==> config.mk <==
export PLATFORM = sky130hd
export DESIGN_NAME = irq_entry_seq
export DESIGN_NICKNAME = d
export VERILOG_FILES = /design/src/rtl/irq_entry_seq.sv
export SDC_FILE = /design/constraint.sdc
export NUM_CORES = 1
export LEC_CHECK = 0
export BUFFER_PORTS_ARGS = -buffer_cell sky130_fd_sc_hd__buf_2
export CAP_MARGIN = 20
export CORE_MARGIN = 2
export CORE_UTILIZATION = 40
export CTS_BUF_LIST = sky130_fd_sc_hd__clkbuf_8
export DETAILED_ROUTE_END_ITERATION = 8
export PLACE_DENSITY = 0.72
export SLEW_MARGIN = 15
export SYNTH_ARGS = -nofsm -noshare
export SYNTH_HDL_FRONTEND = slang
export SYNTH_SLANG_ARGS = --single-unit
==> constraint.sdc <==
create_clock -name clk -period 2.6 [get_ports clk]
set_input_delay 0 -clock clk [delete_from_list [all_inputs] [get_ports clk]]
set_output_delay 0 -clock clk [all_outputs]
set_load 0.005 [all_outputs]
==> src/rtl/irq_entry_seq.sv <==
module irq_entry_seq #(
  parameter logic [7:0]  STACK_PAGE = 8'h01,
  parameter logic [15:0] NMI_VEC    = 16'hFFFA,
  parameter logic [15:0] IRQ_VEC    = 16'hFFFE,
  parameter int          I_BIT      = 2,
  parameter int          B_BIT      = 4,
  parameter int          U_BIT      = 5
) (
  input  logic        clk,
  input  logic        rst_n,
  input  logic        nmi_req,
  input  logic        irq_req,
  input  logic        boundary,
  input  logic        brk_req,
  input  logic [15:0] pc_in,
  input  logic [7:0]  sp_in,
  input  logic [7:0]  status_in,
  output logic        take_int,
  output logic        busy,
  output logic [15:0] mem_addr,
  output logic [7:0]  mem_wdata,
  output logic        mem_we,
  output logic        mem_re,
  input  logic [7:0]  mem_rdata,
  output logic        done,
  output logic [15:0] pc_out,
  output logic [7:0]  sp_out,
  output logic [7:0]  status_out
);
  typedef enum logic [2:0] {S_IDLE, S_PCH, S_PCL, S_PSR, S_VLO, S_VHI, S_DONE} state_t;

  state_t      state;
  logic        nmi_q, nmi_pend, irq_pend;
  logic        is_nmi, is_hw;
  logic [15:0] pc_r;
  logic [7:0]  sp_r, st_r, vec_lo;

  logic        pend, nmi_rise, start_sw;
  logic [15:0] ret_pc, vec_base;
  logic [7:0]  psr_push;

  assign pend     = nmi_pend | irq_pend;
  assign busy     = state != S_IDLE;
  assign take_int = boundary & ~busy & pend;
  assign start_sw = boundary & ~busy & brk_req & ~pend;
  assign nmi_rise = nmi_req & ~nmi_q;
  assign ret_pc   = is_hw ? pc_r : pc_r + 16'd2;
  assign vec_base = is_nmi ? NMI_VEC : IRQ_VEC;

  always_comb begin
    psr_push        = st_r;
    psr_push[U_BIT] = 1'b1;
    psr_push[B_BIT] = ~is_hw;
  end

  always_comb begin
    mem_we    = 1'b0;
    mem_re    = 1'b0;
    mem_addr  = {STACK_PAGE, sp_r};
    mem_wdata = 8'h00;
    case (state)
      S_PCH: begin mem_we = 1'b1; mem_wdata = ret_pc[15:8]; end
      S_PCL: begin mem_we = 1'b1; mem_wdata = ret_pc[7:0]; end
      S_PSR: begin mem_we = 1'b1; mem_wdata = psr_push; end
      S_VLO: begin mem_re = 1'b1; mem_addr = vec_base; end
      S_VHI: begin mem_re = 1'b1; mem_addr = vec_base + 16'd1; end
      default: ;
    endcase
  end

  assign done   = state == S_DONE;
  assign sp_out = sp_r;

  always_comb begin
    status_out        = st_r;
    status_out[I_BIT] = 1'b1;
  end

  always_ff @(posedge clk) begin
    if (!rst_n) begin
      state    <= S_IDLE;
      nmi_q    <= 1'b0;
      nmi_pend <= 1'b0;
      irq_pend <= 1'b0;
      is_nmi   <= 1'b0;
      is_hw    <= 1'b0;
      pc_r     <= '0;
      sp_r     <= '0;
      st_r     <= '0;
      vec_lo   <= '0;
      pc_out   <= '0;
    end else begin
      nmi_q <= nmi_req;

      if (!busy && irq_req && !status_in[I_BIT])
        irq_pend <= 1'b1;
      else if (state == S_VHI && is_hw && !is_nmi)
        irq_pend <= 1'b0;

      if (nmi_rise)
        nmi_pend <= 1'b1;
      else if (state == S_VHI && is_nmi)
        nmi_pend <= 1'b0;

      case (state)
        S_IDLE: if (take_int || start_sw) begin
          state  <= S_PCH;
          is_hw  <= take_int;
          is_nmi <= take_int & nmi_pend;
          pc_r   <= pc_in;
          sp_r   <= sp_in;
          st_r   <= status_in;
        end
        S_PCH: begin sp_r <= sp_r - 8'd1; state <= S_PCL; end
        S_PCL: begin sp_r <= sp_r - 8'd1; state <= S_PSR; end
        S_PSR: begin sp_r <= sp_r - 8'd1; state <= S_VLO; end
        S_VLO: begin vec_lo <= mem_rdata; state <= S_VHI; end
        S_VHI: begin pc_out <= {mem_rdata, vec_lo}; state <= S_DONE; end
        default: state <= S_IDLE;
      endcase
    end
  end
endmodule

==> flow_summary.yaml, run 1 <==
status:
  status: "complete, no violations"
synthesis:
  synth_cell_types: 53
  netlist_instances: 403
  ys_ff_latch: 64
  synth_edf_count: 0
  synth-main-ff-cell: "dfxtp_1"
  avgSynthCellArea_um2: 7.79
  ys_seq_area_share_pct: 40.8
  ys.warnings.count: 0
  async_flop_share_pct: 0
  synth_area_um2: 3140
cts:
  cts_tree: "yes"
  post_cts_buffers: 0
  cts.sinks: 64
  clkSlewWorstSetupHoldPaths_ns: 0.07
  cts.path.max_buffers: 2
  clockRootBuffer: "clkbuf_8"
  numCtsBuffers: 9
  htreeDepth: 3
  insertion_delay_ns: 0.35
setup_path:
  critPathCapture: "mem_addr[0]"
  required_ns: 2.60
  crit_fanout: 18
  r2r-start: "state[2]"
  critical_path_class: "reg -> out"
  start_kind: "flop"
  r2r_end: "sp_out[6]"
  arrival_ns: 2.14
  worst_setup_path_end_kind: "primary output"
  r2r_slack_ns: 0.60
  r2r_cells: 5
  critical_path.startpoint: "state[1]"
layout:
  stdcell_count: 638
  layout-area-overhead-vs-synth_pct: 37.0
  layout_commonest_cell: "buf_2"
  layout_common_cells: "104 x buf_2, 100 x nand2_1, 64 x dfxtp_1"
  fillers: 762
  regArea_um2: 1280
  multi_input_area_um2: 1610
  layout.nets: 579
  fin_util_pct: 56.3
  diodes: 0
  drive_gt1_share_pct: 26.3
timing:
  rsz0062_at_grt: "false"
  fin_crit_sh_pct: 82.4
  setup_violations: 0
  hold_ws_ns: 0.0215
  finalHoldViolCount: 0
  fmax_ghz: 0.467
  slew_viol_final: 0
  post-route-min-period_ns: 2.14
  setup_tns_ns: 0
  clock_skew_ns: 0.00999
floorplan:
  core_um2: 7650
  die_x_um: 92.6
  dieArea_um2: 8580
  io_pins: 107
  initial_core_util_pct: 41.1
  die_h_um: 92.6
  num_rows: 32
placement:
  port_buffers: 104
  routabilityCongestion: 0.859
  dpl.hpwl_mm: 5.72
  dpl.cell_count: 578
routing:
  drt-initial-drc-count: 110
  antenna_left: 0
  totalWireLength_mm: 8.24
  drtPass1Iterations: 4
  drc: 0
  dr_total_vias: 3189
  wl_per_cell_um: 12.9
  avgViaCountPerCell: 5.00
global_route:
  grt_pass1_wl_mm: 13.7
  antenna_found_initial: 0
  grt_pass1_vias: 3011
  grt_overflow: 0
  grt_max_degree: 26
  grt_usage_pct: 19.6
power:
  ir_worst_vdd_uv: 355
  power.density_nw_per_um2: 655
  power_leakage_nw: 1.83
hold_path:
  hold_class: "in -> reg"
run:
  drv_cap: 0
-- registers in the layout (all words and copies together) (netlist names) --
register,cells
sp_out,8
pc_r,16
is_hw,1
irq_pend,1
is_nmi,1
state,3
nmi_q,1
pc_out,16
nmi_pend,1
st_r,8
vec_lo,8
-- where the power goes --
| group | switching [W] | internal (W) |
|---|---|---|
| clock network | 0.000416 | 0.000549 |
| registers | 0.000108 | 0.00106 |
| logic | 0.000351 | 0.000332 |
| total | 0.000875 | 0.00194 |
-- cells in the mapped netlist, types with 6 or more instances --
| cell | n | area (um2) |
|---|---|---|
| a21oi_1 | 62 | 310 |
| buf_2 | 6 | 30.0 |
| buf_4 | 18 | 135 |
| clkbuf_1 | 14 | 52.6 |
| dfxtp_1 | 64 | 1280 |
| inv_1 | 7 | 26.3 |
| nand2_1 | 101 | 379 |
| nand2b_1 | 9 | 56.3 |
| nand3_1 | 12 | 60.1 |
| nor2_1 | 13 | 48.8 |
| nor3_1 | 11 | 55.1 |
| o21ai_0 | 12 | 60.1 |
| xnor2_1 | 10 | 87.6 |
-- area by class of cell --
type	instances	area share, %
Timing Repair Buffer	157	23.9
Clock inverter	7	2.36
Clock buffer	9	2.88
Sequential cell	64	29.8
Tap cell	102	2.97
Inverter	9	0.785
Multi-Input combinational cell	290	37.3
-- cells by family after synthesis --
| kind of cell | synth area share (%) |
|---|---|
| AND/OR/NAND/NOR | 25.7 |
| XOR/XNOR | 3.07 |
| buffers and inverters | 8.61 |
| AO/OA/AOI/OAI | 19.7 |
| other | 0.119 |
| multiplexers | 1.27 |
| adder cells (fa/ha/maj) | 0.797 |
| flip-flops | 40.8 |
-- worst min-delay path by stage --
| stage | startpoint | endpoint | slack (ns) | cells past startpoint |
|---|---|---|---|---|
| final | boundary | is_hw | 0.02 | 4 |
| after CTS | boundary | is_hw | 0.01 | 4 |
| after global placement | nmi_req | nmi_q | 0.22 | 2 |
| after global routing | boundary | is_hw | 0.07 | 4 |
| after detailed placement | nmi_req | nmi_q | 0.23 | 2 |
| after floorplan | rst_n | sp_out[5] | 0.12 | 1 |
-- layer usage --
layer / up-vias / track usage [%] / share of wire, %
met5: - / 0 / 0
met3: 11 / 4.39 / 5.8
met1: 1448 / 24.1 / 43
met2: 108 / 34.1 / 50
li1: 1622 / - / -
met4: 0 / 5.97 / 1.2
-- worst max-delay path: stages (launching register included) --
cell and delay (ns):
dfxtp_1 0.55, nand2b_1 0.41, inv_1 0.23, nand2_2 0.31, o21ai_0 0.14, buf_2 0.15
-- repair_timing --
action	in CTS	in global routing
gates resized for setup	0	1
hold endpoints to repair	51	0
endpoints found under the setup margin	0	1
hold buffers	44	0
-- metrics by stage --
stage	worst slack (ns)	area [um2]	power, W
after CTS	0.188	4300	0.00284
after floorplan	1.12	3140	0.00161
final	0.457	4300	0.00282
after global routing	0.170	4300	0.00297
after detailed placement	0.540	3630	0.00182
after global placement	0.659	3630	0.00181
Note: power is estimated with default switching activity, not from simulation.
==> inputs of run 2 (changes only) <==
ABC_AREA = 1   (was default)
clock period = 2.03 ns   (was 2.6 ns; I/O delays follow)
==> run 2 against run 1 <==
  * Power increased by 75%
  * Setup slack got worse by 0.34 ns
  * Sequential cell count unchanged
  * Clock-buffer cell count unchanged
  * Wire length increased by 12%
  * Largest cell class unchanged
  * Final area increased by 1.9%
  * Combinational power increased to 2.9 times the previous value
  * Largest power group is now combinational logic
  * Clock skew decreased by 0.0021 ns
  * Global-route usage increased by 1.5 points
  * Register-to-register slack got worse by 0.27 ns
  * Core utilization increased by 0.19 points
  * First-iteration DRC count increased by 81%
==> flow_summary.yaml, run 2 <==
synthesis:
  ys_seq_area_share_pct: 39.7
  yosysMostFrequentCell: "nand2_1"
  synth_area_um2: 3230
  synthXorXnorAreaFrac_pct: 1.08
  netlist_instances: 471
  synth_area_leaders: "dfxtp_1 40%, nand2_1 9.9%, nor2_1 9.2%"
  synth_cell_types: 36
  ys.warnings.count: 0
  synth-main-ff-cell: "dfxtp_1"
  async_flop_share_pct: 0
  ys_ff_latch: 64
  synth_top_family_by_area: "simple AND/OR/NAND/NOR gates"
  synth-compound-area-share_pct: 14.9
  synthMuxAreaShare_pct: 0.310
  avgSynthCellArea_um2: 6.86
  synth_edf_count: 0
  synth_top_area_share_pct: 39.7
  synth_simple_gate_area_share_pct: 32.1
  post-synth-top-area-cell: "dfxtp_1"
  synthAdderAreaFrac_pct: 0.775
  synth_common_cells: "85 x nand2_1, 79 x nor2_1, 64 x dfxtp_1"
cts:
  clockRootBuffer: "clkbuf_8"
  cts.path.max_buffers: 2
  numCtsBuffers: 9
  post_cts_buffers: 0
  htreeDepth: 3
  clkSlewWorstSetupHoldPaths_ns: 0.07
  cts_tree: "yes"
  cts.sinks: 64
  insertion_delay_ns: 0.34
layout:
  layout-area-overhead-vs-synth_pct: 35.8
  layout.nets: 652
  fin_util_pct: 56.4
  reg_top3: "pc_out: 16 flops, pc_r: 16 flops"
  diodes: 0
  layout_common_cells: "104 x buf_2, 85 x nand2_1, 78 x nor2_1"
  drive_gt1_share_pct: 25.5
  layout_commonest_cell: "buf_2"
  fillers: 776
setup_path:
  arrival_ns: 1.91
  start_kind: "flop"
  worst_setup_path_end_kind: "primary output"
  critical_path_class: "reg -> out"
  max_stage_delay_ns: 0.42
  critPathTopFamily: "compound AO/OA/AOI/OAI gates"
  crit_path_top_delay_cell: "dfxtp_1"
  critical_path.startpoint: "state[2]"
  required_ns: 2.03
  crit_chain: "nor3_1, inv_1, o31a_2, o21ai_0, buf_2"
  worst-path-buf-inv: 2
  r2r-start: "state[0]"
  crit_fanout: 6
timing:
  fmax_ghz: 0.524
  worst_slack_ns: 0.122
  rsz0062_at_grt: "false"
  setup_tns_ns: 0
  slew_viol_final: 0
  finalHoldViolCount: 0
  clock_skew_ns: 0.00785
  post-route-min-period_ns: 1.91
  worst_pin_slew_ns: 0.536
  setup_violations: 0
  relSlewSlack_pct: 64.1
  fin_crit_sh_pct: 94.0
routing:
  dr_total_vias: 3530
  antenna_left: 0
  drtPass1Iterations: 5
  drt-initial-drc-count: 199
  drc: 0
  wl_per_cell_um: 13.0
  avgViaCountPerCell: 4.96
  totalWireLength_mm: 9.24
power:
  power.density_nw_per_um2: 1120
  p_seq_share_pct: 34.7
  p_int_w: 0.00295
  power_leakage_nw: 2.15
  ir_worst_vdd_uv: 554
  combPwrFrac_pct: 40.0
  p_switching_w: 0.00197
  swShare_pct: 40.1
  p_clk_share_pct: 25.3
global_route:
  grt_max_degree: 31
  antenna_found_initial: 0
  grt_overflow: 0
  grt_usage_pct: 21.1
  grt_pass1_vias: 3257
  grt_pass1_wl_mm: 15.0
placement:
  dp_slack_ns: 0.389
  dpl.hpwl_mm: 6.47
  port_buffers: 104
  routabilityCongestion: 0.926
floorplan:
  num_rows: 32
  die_h_um: 93.9
  initial_core_util_pct: 41.6
  io_pins: 107
  dieArea_um2: 8810
  core_um2: 7770
  die_x_um: 93.9
hold_path:
  hp-start: "sp_in[4]"
  hold_class: "in -> reg"
status:
  status: "complete, no violations"
run:
  drv_cap: 0
run 2: cell count changes after synthesis, moves of 5 or more:
| cell | previous run | this run |
|---|---|---|
| nand2b_1 | 9 | 0 |
| inv_2 | 1 | 6 |
| nor2_1 | 13 | 79 |
| a21oi_1 | 62 | 40 |
| nand2_1 | 101 | 85 |
| xnor2_1 | 10 | 1 |
| inv_1 | 7 | 37 |
| nand3_1 | 12 | 46 |
| clkbuf_1 | 14 | 8 |
| o21ai_0 | 12 | 41 |
| nor3_1 | 11 | 3 |
run 2: timing repair:
action	4_1_cts	5_1_grt
hold endpoints to repair	46	0
hold buffers	38	0
resized for setup	0	5
endpoints found under the setup margin	0	4
run 2: per-layer routing:
metal	GRT usage, %	part of all wire [%]	vias up
li1	-	-	1779
met5	0	0	-
met4	7.73	2.0	0
met2	34.4	46	147
met1	27.0	45	1585
met3	5.38	7.2	19
run 2: cell type report:
cell class / instances / area, um2 / share of cell area, %
multi-input combinational: 333 / 1610 / 36.6
sequential: 64 / 1280 / 29.3
timing repair buffer: 151 / 968 / 22.1
clock inverter: 7 / 103 / 2.34
inverter: 45 / 173 / 3.94
clock buffer: 9 / 124 / 2.83
tap: 102 / 128 / 2.91
run 2: worst min-delay path: cells and delay by family:
kind                   cells  cell delay, ns
AND/OR/NAND/NOR            4            0.25
buffers and inverters      1            0.08
run 2: worst paths after layout:
check | to | slack, ns | depth (start not counted)
min | sp_out[4] | 0.02 | 5
min reg2reg | nmi_pend | 0.43 | 1
max reg2reg | sp_out[7] | 0.33 | 9
max | mem_wdata[2] | 0.12 | 5
run 2: logic make-up after synthesis:
family                   Yosys count
AND/OR/NAND/NOR                  233
buffers and inverters             75
XOR/XNOR                           4
adder cells (fa/ha/maj)            2
multiplexers                       1
other                              1
AO/OA/AOI/OAI                     91
flip-flops                        64
run 2: power groups by stage:
stage | logic (W) | registers, W | clock network (W)
3_5_place_dp | 0.00188 | 0.00172 | 0
2_1_floorplan | 0.00135 | 0.00167 | 0
3_3_place_gp | 0.00184 | 0.00171 | 0
4_1_cts | 0.00196 | 0.00169 | 0.00126
6_report | 0.00197 | 0.00171 | 0.00125
5_1_grt | 0.00222 | 0.00174 | 0.00131
run 2: stage by stage:
step,power (W),hold WS [ns],cells,cell area [um2]
floorplan,0.00301,0.111,472,3230
global placement,0.00355,0.227,657,3760
detailed placement,0.00360,0.225,657,3760
CTS,0.00491,0.00905,711,4370
global route,0.00526,0.0765,711,4380
finish,0.00492,0.0213,711,4380
==> inputs of run 3 (changes only) <==
REMOVE_ABC_BUFFERS = 1   (was default)
==> run 3 against run 2 <==
  * Setup slack gained 0.034 ns
  * Final cell count is 0.56% higher
  * Critical endpoint is now mem_wdata[4]
  * Combinational power about the same
  * Via count fell by 0.51%
==> flow_summary.yaml, run 3 (synthesis results as in run 2) <==
setup_path:
  start_kind: "flop"
  arrival_ns: 1.87
  r2r_slack_ns: 0.38
  r2r_cells: 9
  r2r-start: "sp_out[0]"
  worst_setup_path_end_kind: "primary output"
  critical_path_class: "reg -> out"
  r2r_end: "sp_out[6]"
  required_ns: 2.03
  crit_fanout: 10
placement:
  placed_cell_area_um2: 3780
  routabilityCongestion: 0.887
  port_buffers: 104
  dpl.hpwl_mm: 6.27
global_route:
  antenna_found_initial: 0
  grt_overflow: 0
  grt_usage_pct: 21.1
  grt_pass1_wl_mm: 15.0
  grt_pass1_vias: 3264
  grt_max_degree: 30
floorplan:
  die_h_um: 93.9
  dieArea_um2: 8810
  die_x_um: 93.9
  io_pins: 107
  num_rows: 32
  core_um2: 7770
  initial_core_util_pct: 41.6
hold_path:
  whs_path_depth: 5
  whs_endpoint: "sp_out[2]"
  hold_class: "in -> reg"
  hp-start: "sp_in[2]"
power:
  power_leakage_nw: 2.16
  power.density_nw_per_um2: 1090
  ir_worst_vdd_uv: 692
  fin_total_pwr_w: 0.00479
layout:
  layout_common_cells: "104 x buf_2, 85 x nand2_1, 78 x nor2_1"
  layout_commonest_cell: "buf_2"
  diodes: 0
  fillers: 748
  layout-area-overhead-vs-synth_pct: 36.2
  drive_gt1_share_pct: 26.3
  layout.nets: 656
  reg_top3: "pc_out: 16 flops, pc_r: 16 flops"
  design_area_um2: 4400
run:
  drv_cap: 0
cts:
  clockRootBuffer: "clkbuf_8"
  clkSlewWorstSetupHoldPaths_ns: 0.08
  htreeDepth: 3
  cts_tree: "yes"
  cts.sinks: 64
  insertion_delay_ns: 0.35
  cts.path.max_buffers: 2
  numCtsBuffers: 9
timing:
  setup_tns_ns: 0
  relSlewSlack_pct: 62.7
  post-route-min-period_ns: 1.87
  setup_violations: 0
  fmax_ghz: 0.534
  fin_crit_sh_pct: 92.3
  slew_viol_final: 0
  finalHoldViolCount: 0
  worst_pin_slew_ns: 0.557
  clock_skew_ns: 0.0118
routing:
  dr_total_vias: 3512
  totalWireLength_mm: 9.04
  drt-initial-drc-count: 162
  antenna_left: 0
  avgViaCountPerCell: 4.91
  drtPass1Iterations: 4
  wl_per_cell_um: 12.6
  drc: 0
status:
  status: "complete, no violations"
## run 3: cell count changes in the layout (fill, tap and decap cells not counted), sizes merged
cell / change
inv: -2
clkinv: +1
buf: +3
bufinv: -1
dlygate4sd3: +1
clkinvlp: +2
## run 3: metal layers
layer | track usage (%) | wire, um | up-vias
met4 | 6.28 | 85 | 0
met5 | 0 | 0 | -
met3 | 4.33 | 544 | 9
met2 | 36.3 | 4380 | 130
met1 | 26.5 | 4030 | 1582
li1 | - | - | 1791
## run 3: where the power goes
| group | switching [W] | internal, W | total, W | leakage, nW |
|---|---|---|---|---|
| sequential | 0.000218 | 0.00147 | 0.00169 | 0.523 |
| combinational | 0.00119 | 0.000782 | 0.00197 | 1.54 |
| clock | 0.000546 | 0.000577 | 0.00112 | 0.0960 |
| total | 0.00196 | 0.00283 | 0.00479 | 2.16 |
## run 3: how the worst max path moves through the flow
stage	start	end	slack, ns	depth (start not counted)
6_report	is_hw	mem_wdata[4]	0.16	7
2_1_floorplan	state[1]	state[2]	0.46	7
5_1_grt	pc_r[3]	mem_wdata[4]	-0.002	10
3_3_place_gp	sp_out[0]	sp_out[6]	0.39	9
4_1_cts	pc_r[1]	mem_wdata[3]	0.06	9
3_5_place_dp	sp_out[0]	sp_out[6]	0.38	9
## run 3: worst max-delay path: stages, from the launching register on
cell	delay, ns
dfxtp_1	0.37
clkinvlp_4	0.19
nand2_1	0.09
nor2_1	0.31
and2_1	0.20
o22ai_1	0.07
o21bai_1	0.16
buf_2	0.13
## run 3: area by class of cell
class                           instances  area, um2  area share (%)
Multi-Input combinational cell        333       1610            36.5
Sequential cell                        64       1280            29.2
Timing Repair Buffer                  155       1000            22.8
Inverter                               45        176            4.01
Tap cell                              102        128            2.90
Clock buffer                            9        124            2.82
Clock inverter                          7       80.1            1.82
## run 3: per-stage QoR
stage / setup slack, ns / utilization, % / hold slack (ns) / instances
final: 0.156 / 56.6 / 0.0352 / 715
after global placement: 0.395 / 48.7 / 0.204 / 660
after floorplan: 0.458 / - / 0.111 / 442
after global routing: -0.00239 / 56.6 / 0.0265 / 715
after CTS: 0.0574 / 56.4 / 0.0220 / 715
after detailed placement: 0.381 / 48.7 / 0.208 / 660
## run 3: repair_timing
item / CTS / global route
endpoints found under the setup margin: 0 / 13
buffers inserted: 0 / 0
gates resized for setup: 0 / 8
hold buffers: 39 / 0
hold endpoints to repair: 47 / 0
